`src/rtl/lcd_seq_pkg.sv`:
```
package lcd_seq_pkg;

    typedef enum logic [3:0] {
        OP_CLEAR   = 4'd0,
        OP_HOME    = 4'd1,
        OP_ENTRY   = 4'd2,
        OP_DISPLAY = 4'd3,
        OP_SHIFT   = 4'd4,
        OP_FUNC    = 4'd5,
        OP_CGADDR  = 4'd6,
        OP_DDADDR  = 4'd7,
        OP_WRITE   = 4'd8,
        OP_READ    = 4'd9,
        OP_STATUS  = 4'd10
    } lcd_op_e;

    typedef enum logic [1:0] {
        WT_NONE,
        WT_SHORT,
        WT_LONG,
        WT_DATA
    } wait_cls_e;

    typedef struct packed {
        logic      rs;
        logic      rw;
        logic [7:0] db;
        wait_cls_e cls;
        logic      rd_rsp;
    } bus_word_t;

endpackage

```
`src/rtl/lcd_req_encode.sv`:
```
module lcd_req_encode
    import lcd_seq_pkg::*;
(
    input  logic [3:0] op,
    input  logic [7:0] arg,
    output bus_word_t  word,
    output logic       legal
);

    always_comb begin
        word  = '0;
        legal = 1'b1;
        case (op)
            OP_CLEAR: begin
                word.db  = 8'h01;
                word.cls = WT_LONG;
            end
            OP_HOME: begin
                word.db  = 8'h02;
                word.cls = WT_LONG;
            end
            OP_ENTRY: begin
                word.db  = {6'b000001, arg[1:0]};
                word.cls = WT_SHORT;
            end
            OP_DISPLAY: begin
                word.db  = {5'b00001, arg[2:0]};
                word.cls = WT_SHORT;
            end
            OP_SHIFT: begin
                word.db  = {4'b0001, arg[1:0], 2'b00};
                word.cls = WT_SHORT;
            end
            OP_FUNC: begin
                word.db  = {3'b001, arg[2:0], 2'b00};
                word.cls = WT_SHORT;
            end
            OP_CGADDR: begin
                word.db  = {2'b01, arg[5:0]};
                word.cls = WT_SHORT;
            end
            OP_DDADDR: begin
                word.db  = {1'b1, arg[6:0]};
                word.cls = WT_SHORT;
            end
            OP_WRITE: begin
                word.rs  = 1'b1;
                word.db  = arg;
                word.cls = WT_DATA;
            end
            OP_READ: begin
                word.rs     = 1'b1;
                word.rw     = 1'b1;
                word.cls    = WT_DATA;
                word.rd_rsp = 1'b1;
            end
            OP_STATUS: begin
                word.rw     = 1'b1;
                word.cls    = WT_NONE;
                word.rd_rsp = 1'b1;
            end
            default: legal = 1'b0;
        endcase
    end

endmodule

```
`src/rtl/lcd_delay_timer.sv`:
```
module lcd_delay_timer #(
    parameter int CW = 12
) (
    input  logic          clk,
    input  logic          rst_n,
    input  logic          load,
    input  logic [CW-1:0] load_val,
    output logic          last
);

    logic [CW-1:0] cnt;

    always_ff @(posedge clk or negedge rst_n) begin
        if (!rst_n) begin
            cnt <= '0;
        end else if (load) begin
            cnt <= load_val;
        end else if (cnt != '0) begin
            cnt <= cnt - 1'b1;
        end
    end

    assign last = (cnt == CW'(1));

endmodule

```
`src/rtl/lcd_bus_cycle.sv`:
```
module lcd_bus_cycle #(
    parameter int SETUP_CYC = 2,
    parameter int EHI_CYC   = 12
) (
    input  logic       clk,
    input  logic       rst_n,
    input  logic       start,
    input  logic       rs_i,
    input  logic       rw_i,
    input  logic [7:0] wd_i,
    input  logic [7:0] db_in,
    output logic       lcd_rs,
    output logic       lcd_rw,
    output logic       lcd_e,
    output logic [7:0] lcd_db_out,
    output logic       lcd_db_oe,
    output logic       done,
    output logic [7:0] rdata
);

    localparam int MAXC = (SETUP_CYC > EHI_CYC) ? SETUP_CYC : EHI_CYC;
    localparam int CW   = $clog2(MAXC + 1);

    typedef enum logic [1:0] {BIDLE, SETUP, HIGH, HOLD} bstate_e;

    bstate_e       state, nxt;
    logic [CW-1:0] cnt;

    always_ff @(posedge clk or negedge rst_n) begin
        if (!rst_n) state <= BIDLE;
        else        state <= nxt;
    end

    always_comb begin
        nxt = state;
        unique case (state)
            BIDLE: if (start)      nxt = SETUP;
            SETUP: if (cnt == '0)  nxt = HIGH;
            HIGH:  if (cnt == '0)  nxt = HOLD;
            HOLD:                  nxt = BIDLE;
        endcase
    end

    always_ff @(posedge clk or negedge rst_n) begin
        if (!rst_n) begin
            cnt        <= '0;
            lcd_rs     <= 1'b0;
            lcd_rw     <= 1'b0;
            lcd_e      <= 1'b0;
            lcd_db_out <= '0;
            lcd_db_oe  <= 1'b0;
            rdata      <= '0;
        end else begin
            unique case (state)
                BIDLE: if (start) begin
                    lcd_rs     <= rs_i;
                    lcd_rw     <= rw_i;
                    lcd_db_out <= rw_i ? 8'h00 : wd_i;
                    lcd_db_oe  <= ~rw_i;
                    cnt        <= CW'(SETUP_CYC - 1);
                end
                SETUP: if (cnt == '0) begin
                    lcd_e <= 1'b1;
                    cnt   <= CW'(EHI_CYC - 1);
                end else begin
                    cnt <= cnt - 1'b1;
                end
                HIGH: if (cnt == '0) begin
                    lcd_e <= 1'b0;
                    rdata <= db_in;
                end else begin
                    cnt <= cnt - 1'b1;
                end
                HOLD: lcd_db_oe <= 1'b0;
            endcase
        end
    end

    assign done = (state == HOLD);

endmodule

```
`src/rtl/lcd_cmd_seq.sv`:
```
module lcd_cmd_seq
    import lcd_seq_pkg::*;
#(
    parameter int CLK_HZ     = 50_000_000,
    parameter int SETUP_CYC  = 2,
    parameter int EHI_CYC    = 12,
    parameter int MARGIN_CYC = 4
) (
    input  logic       clk,
    input  logic       rst_n,
    input  logic       req_valid,
    output logic       req_ready,
    input  logic [3:0] req_op,
    input  logic [7:0] req_arg,
    input  logic       poll_mode,
    output logic       rsp_valid,
    output logic [7:0] rsp_data,
    output logic       lcd_rs,
    output logic       lcd_rw,
    output logic       lcd_e,
    output logic [7:0] lcd_db_out,
    output logic       lcd_db_oe,
    input  logic [7:0] lcd_db_in
);

    localparam longint unsigned HZ      = longint'(CLK_HZ);
    localparam longint unsigned N_LONG  = (64'd1530 * HZ + 64'd999_999) / 64'd1_000_000 + MARGIN_CYC;
    localparam longint unsigned N_SHORT = (64'd39 * HZ + 64'd999_999) / 64'd1_000_000 + MARGIN_CYC;
    localparam longint unsigned N_DATA  = (64'd43 * HZ + 64'd999_999) / 64'd1_000_000 + MARGIN_CYC;
    localparam longint unsigned N_GAP   = (HZ + 64'd539_999) / 64'd540_000 + MARGIN_CYC;
    localparam int              TCW     = $clog2(N_LONG + 1);

    typedef enum logic [2:0] {S_IDLE, S_OP, S_WAIT, S_POLL, S_GAP} state_e;

    state_e         state, nxt;
    bus_word_t      enc_word, cmd;
    logic           enc_legal;
    logic           poll_q;
    logic           start_q;
    logic           phy_done;
    logic [7:0]     phy_rdata;
    logic           tmr_load, tmr_last;
    logic [TCW-1:0] tmr_val;
    logic           accept;

    lcd_req_encode u_enc (
        .op    (req_op),
        .arg   (req_arg),
        .word  (enc_word),
        .legal (enc_legal)
    );

    lcd_bus_cycle #(
        .SETUP_CYC (SETUP_CYC),
        .EHI_CYC   (EHI_CYC)
    ) u_bus (
        .clk        (clk),
        .rst_n      (rst_n),
        .start      (start_q),
        .rs_i       ((state == S_POLL) ? 1'b0 : cmd.rs),
        .rw_i       ((state == S_POLL) ? 1'b1 : cmd.rw),
        .wd_i       (cmd.db),
        .db_in      (lcd_db_in),
        .lcd_rs     (lcd_rs),
        .lcd_rw     (lcd_rw),
        .lcd_e      (lcd_e),
        .lcd_db_out (lcd_db_out),
        .lcd_db_oe  (lcd_db_oe),
        .done       (phy_done),
        .rdata      (phy_rdata)
    );

    lcd_delay_timer #(.CW(TCW)) u_tmr (
        .clk      (clk),
        .rst_n    (rst_n),
        .load     (tmr_load),
        .load_val (tmr_val),
        .last     (tmr_last)
    );

    assign req_ready = (state == S_IDLE);
    assign accept    = req_ready && req_valid && enc_legal;

    always_ff @(posedge clk or negedge rst_n) begin
        if (!rst_n) state <= S_IDLE;
        else        state <= nxt;
    end

    always_comb begin
        nxt = state;
        unique case (state)
            S_IDLE: if (accept) nxt = S_OP;
            S_OP: if (phy_done) begin
                if (cmd.cls == WT_NONE) nxt = S_IDLE;
                else if (poll_q)        nxt = S_POLL;
                else                    nxt = S_WAIT;
            end
            S_WAIT: if (tmr_last) nxt = S_IDLE;
            S_POLL: if (phy_done && !phy_rdata[7]) nxt = S_GAP;
            S_GAP:  if (tmr_last) nxt = S_IDLE;
            default: nxt = S_IDLE;
        endcase
    end

    always_comb begin
        tmr_load = 1'b0;
        tmr_val  = '0;
        if (state == S_OP && phy_done && !poll_q && cmd.cls != WT_NONE) begin
            tmr_load = 1'b1;
            unique case (cmd.cls)
                WT_LONG:  tmr_val = TCW'(N_LONG - 1);
                WT_DATA:  tmr_val = TCW'(N_DATA - 1);
                default:  tmr_val = TCW'(N_SHORT - 1);
            endcase
        end else if (state == S_POLL && phy_done && !phy_rdata[7]) begin
            tmr_load = 1'b1;
            tmr_val  = TCW'(N_GAP - 1);
        end
    end

    always_ff @(posedge clk or negedge rst_n) begin
        if (!rst_n) begin
            cmd       <= '0;
            poll_q    <= 1'b0;
            start_q   <= 1'b0;
            rsp_valid <= 1'b0;
            rsp_data  <= '0;
        end else begin
            start_q   <= 1'b0;
            rsp_valid <= 1'b0;
            unique case (state)
                S_IDLE: if (accept) begin
                    cmd     <= enc_word;
                    poll_q  <= poll_mode;
                    start_q <= 1'b1;
                end
                S_OP: if (phy_done) begin
                    rsp_valid <= cmd.rd_rsp;
                    rsp_data  <= phy_rdata;
                    if (cmd.cls != WT_NONE && poll_q) start_q <= 1'b1;
                end
                S_POLL: if (phy_done && phy_rdata[7]) start_q <= 1'b1;
                default: ;
            endcase
        end
    end

endmodule

```
`config.mk`:
```
export PLATFORM = sky130hd
export DESIGN_NAME = lcd_cmd_seq
export DESIGN_NICKNAME = d
export VERILOG_FILES = /design/src/rtl/lcd_seq_pkg.sv /design/src/rtl/lcd_req_encode.sv /design/src/rtl/lcd_delay_timer.sv /design/src/rtl/lcd_bus_cycle.sv /design/src/rtl/lcd_cmd_seq.sv
export SDC_FILE = /design/constraint.sdc
export NUM_CORES = 1
export LEC_CHECK = 0
export ABC_AREA = 1
export ABC_CLOCK_PERIOD_IN_PS = 3900
export BUFFER_PORTS_ARGS = -buffer_cell sky130_fd_sc_hd__clkbuf_2
export CAP_MARGIN = 0
export CORE_UTILIZATION = 30
export DETAILED_ROUTE_END_ITERATION = 8
export GPL_ROUTABILITY_DRIVEN = 0
export GPL_TIMING_DRIVEN = 0
export PLACE_DENSITY = 0.55
export REMOVE_ABC_BUFFERS = 1
export SYNTH_ARGS = -nofsm -noshare
export SYNTH_HDL_FRONTEND = slang
export SYNTH_HIERARCHICAL = 1
export SYNTH_SLANG_ARGS = --single-unit
export TNS_END_PERCENT = 100
```
`constraint.sdc`:
```
create_clock -name clk -period 3.9 [get_ports clk]
set_input_delay 0.195 -clock clk [delete_from_list [all_inputs] [get_ports clk]]
set_output_delay 0.195 -clock clk [all_outputs]
set_load 0.01 [all_outputs]
```
==> impl_metrics.yaml <==
timing:
  fin_crit_sh_pct: 77.8
  tightestPinTransition_ns: 0.558
  final.setup.tns_ns: 0
  finalSetupViolCount: 0
  setup_ws_ns: 0.864
  rsz0062_at_grt: "false"
  max_freq_mhz: 329
  drv_slew: 0
  whs_ns: 0.0642
  period_minus_slack_ns: 3.04
  slew_headroom_pct: 62.8
  clock-skew-final_ns: 0.00528
  hold_viol: 0
worst_setup_path:
  slowest_delay_ns: 0.51
  setup.worst_path.end_class: "register"
  path_cells: "ha_1 > inv_1 > nor2_2 > nand3_1 > nand2_1 > inv_2 > nand4_4 > clkinv_2 > a21oi_1"
  path_buf_inv: 3
  criticalPathCategory: "register to register"
  reg2reg_to: "u_tmr/cnt[4]"
  arrival_ns: 3.29
  required_ns: 4.15
  reg2reg_depth: 9
  setup.worst_path.start: "u_bus/state[0]"
  crit_path_start_kind: "register"
  ff2ff_setup_slack_ns: 0.86
  cpMaxStageDelayCell: "nand2_1"
  crit_family: "simple AND/OR/NAND/NOR gates"
  worstPathMaxFanout: 20
  r2r_start: "u_bus/state[0]"
global_route:
  grtUsageTotal_pct: 13.9
  antenna_found_initial: 0
  grt_pass1_vias: 3327
  grt_start_max_net_pins: 37
  grt_overflow_total: 0
  grt_pass1_wl_mm: 15.5
synth:
  yosysWarnings: 6
  synth_area_leaders: "dfrtp_1 44%, nand2_1 17%, inv_1 5.4%"
  ys.flop_type: "dfrtp_1"
  seq_area_frac_synth_pct: 43.8
  async_flop_share_pct: 100
  synth_cell_types: 40
  synth-edff-count: 0
  synth_top_cell_area_share_pct: 43.8
  synthCells: 525
  avgSynthCellArea_sq_um: 7.61
  ys_ff_latch: 70
  syn_area_sq_um: 4000
  synth_top_cell_by_area: "dfrtp_1"
min_path:
  hold_depth: 3
  min_from: "lcd_db_in[0]"
  holdPathEnd: "u_bus/rdata[0]"
  hp-class: "input port to register"
status:
  status: "finished clean"
clock_network:
  numCtsBuffers: 9
  clock-sinks: 70
  h-tree-depth: 3
  clkTransAtPathRegs_ns: 0.05
  post_cts_resized: 0
  clk_path_buf_depth: 2
  root_buffer: "clkbuf_16"
  cts_tree: "built"
  clock_latency_ns: 0.33
drt:
  drt-total-wl_mm: 9.06
  drtIter0Drc: 116
  wl_per_cell_um: 12.1
  topRoutingLayerUsed: "met4"
  viasPerCell: 4.51
  firstDrtPassIters: 4
  ant_nets: 0
  wl_met3_um: 332
  met1Wirelength_mm: 4.29
  dr_wl_met2_mm: 4.17
  drcViolationCount: 0
  via_count: 3374
die:
  dieArea_sq_um: 13800
  coreArea_sq_um: 12800
  die_h_um: 117
  io_pins: 46
  fp-row-count: 41
  die-width_um: 117
  start_util_pct: 31.2
power_and_ir_drop:
  p_per_area_nw_per_um2: 763
  worst_ir_drop_vdd_mv: 0.262
  leakage_nw: 2.46
  total_power_mw: 3.57
place:
  dp_hpwl_mm: 6.74
  post-place-ws_ns: 0.885
  portBuffers: 45
  dp_cells: 733
finish:
  layout-area-overhead-vs-synth_pct: 16.9
  drive_gt1_share_pct: 19.1
  nets: 605
  instances_no_fill: 748
  diodes: 0
job:
  drv_cap: 0
timing repair:
item | 4_1_cts | 5_1_grt
buffers inserted | 0 | 0
hold buffers | 1 | 0
endpoints found under the hold margin | 34 | 0
setup endpoints to repair | 0 | 0
synthesized netlist by cell type, types with 2 or more instances:
master and n:
inv_1 58, nand2_2 6, dfrtp_1 70, nor3_1 2, a21oi_2 3, o21ai_0 26
or2_2 2, nand3b_1 2, nand4_4 2, o21ai_2 5, buf_6 4, o21ai_1 4
nand3_1 32, nor4_1 2, inv_2 10, nor2_1 50, or2_1 2, nand2_1 178
ha_1 8, nand4_1 3, a21oi_1 10, buf_4 5, nor2_2 8, o21bai_1 2
a22o_1 8, nor2_4 5, nand3_2 5
how the worst max path moves through the flow:
stage | slack, ns | cells after the start | endpoint
finish | 0.86 | 9 | u_tmr/cnt[4]
CTS | 0.85 | 9 | u_tmr/cnt[7]
global route | 0.48 | 9 | u_tmr/cnt[4]
detailed placement | 0.88 | 9 | u_tmr/cnt[7]
floorplan | 1.58 | 9 | u_tmr/cnt[14]
global placement | 0.95 | 9 | u_tmr/cnt[4]
sequential cells by signal, summed over array words and instances (netlist names), 2 cells and up:
name and cells:
u_tmr/cnt 17, cmd 13, rsp_data 8, u_bus/lcd_db_out 8, u_bus/rdata 8, u_bus/cnt 4, state 3, u_bus/state 2
per-stage QoR:
| step | util (%) | area [sq um] |
|---|---|---|
| 6_report | 36.4 | 4670 |
| 4_1_cts | 36.4 | 4670 |
| 3_5_place_dp | 34.1 | 4370 |
| 3_3_place_gp | 33.9 | 4350 |
| 2_1_floorplan | - | 3910 |
| 5_1_grt | 36.4 | 4670 |
worst register-to-register path: stages, from the launching register on:
cell      delay (ns)
dfrtp_1         0.37
ha_1            0.41
inv_1           0.10
nor2_2          0.45
nand3_1         0.29
nand2_1         0.51
inv_2           0.31
nand4_4         0.24
clkinv_2        0.14
a21oi_1         0.14
cells in the final DEF, fill, tap and decap left out, drive strengths merged:
cell type	count
xor2	1
dfrtp	70
o31ai	1
nand2	185
buf	1
nand3	38
nor2	64
clkinv	1
o21bai	2
bufinv	1
a22o	8
a21oi	13
o21a	1
o21ai	35
nand4	5
nor4	2
or2	4
nand3b	2
clkbuf	58
inv	68
mux2	1
nor3	2
dlygate4sd3	1
conb	3
and2	1
ha	8
final cells by class:
class / instances / area (sq um)
Sequential cell: 70 / 1750
Tap cell: 172 / 215
Fill cell: 1375 / 8150
Inverter: 69 / 260
Timing Repair Buffer: 47 / 258
Clock inverter: 1 / 30.0
Clock buffer: 13 / 260
Multi-Input combinational cell: 376 / 1900
layer usage:
metal,vias to the layer above,track usage [%]
met2,70,22.0
met4,0,7.39
met3,20,3.06
li1,1743,-
met1,1541,17.5
met5,-,0
power by group:
group          leakage (nW)  internal (mW)  switching, mW
Clock                 0.142          0.523          0.288
Combinational          1.42          0.524          0.955
Sequential            0.892           1.04          0.234
Total                  2.46           2.09           1.48
cells by family after synthesis:
group / count (synthesis) / share of synthesized area, %
fa+ha+maj: 8 / 2.50
mux: 1 / 0.282
flops: 70 / 43.8
buf+inv: 81 / 8.92
xor+xnor: 1 / 0.219
compound gates: 60 / 9.39
other cells: 1 / 0.0938
simple gates: 303 / 34.8
Note: power is estimated with default switching activity, not from simulation.
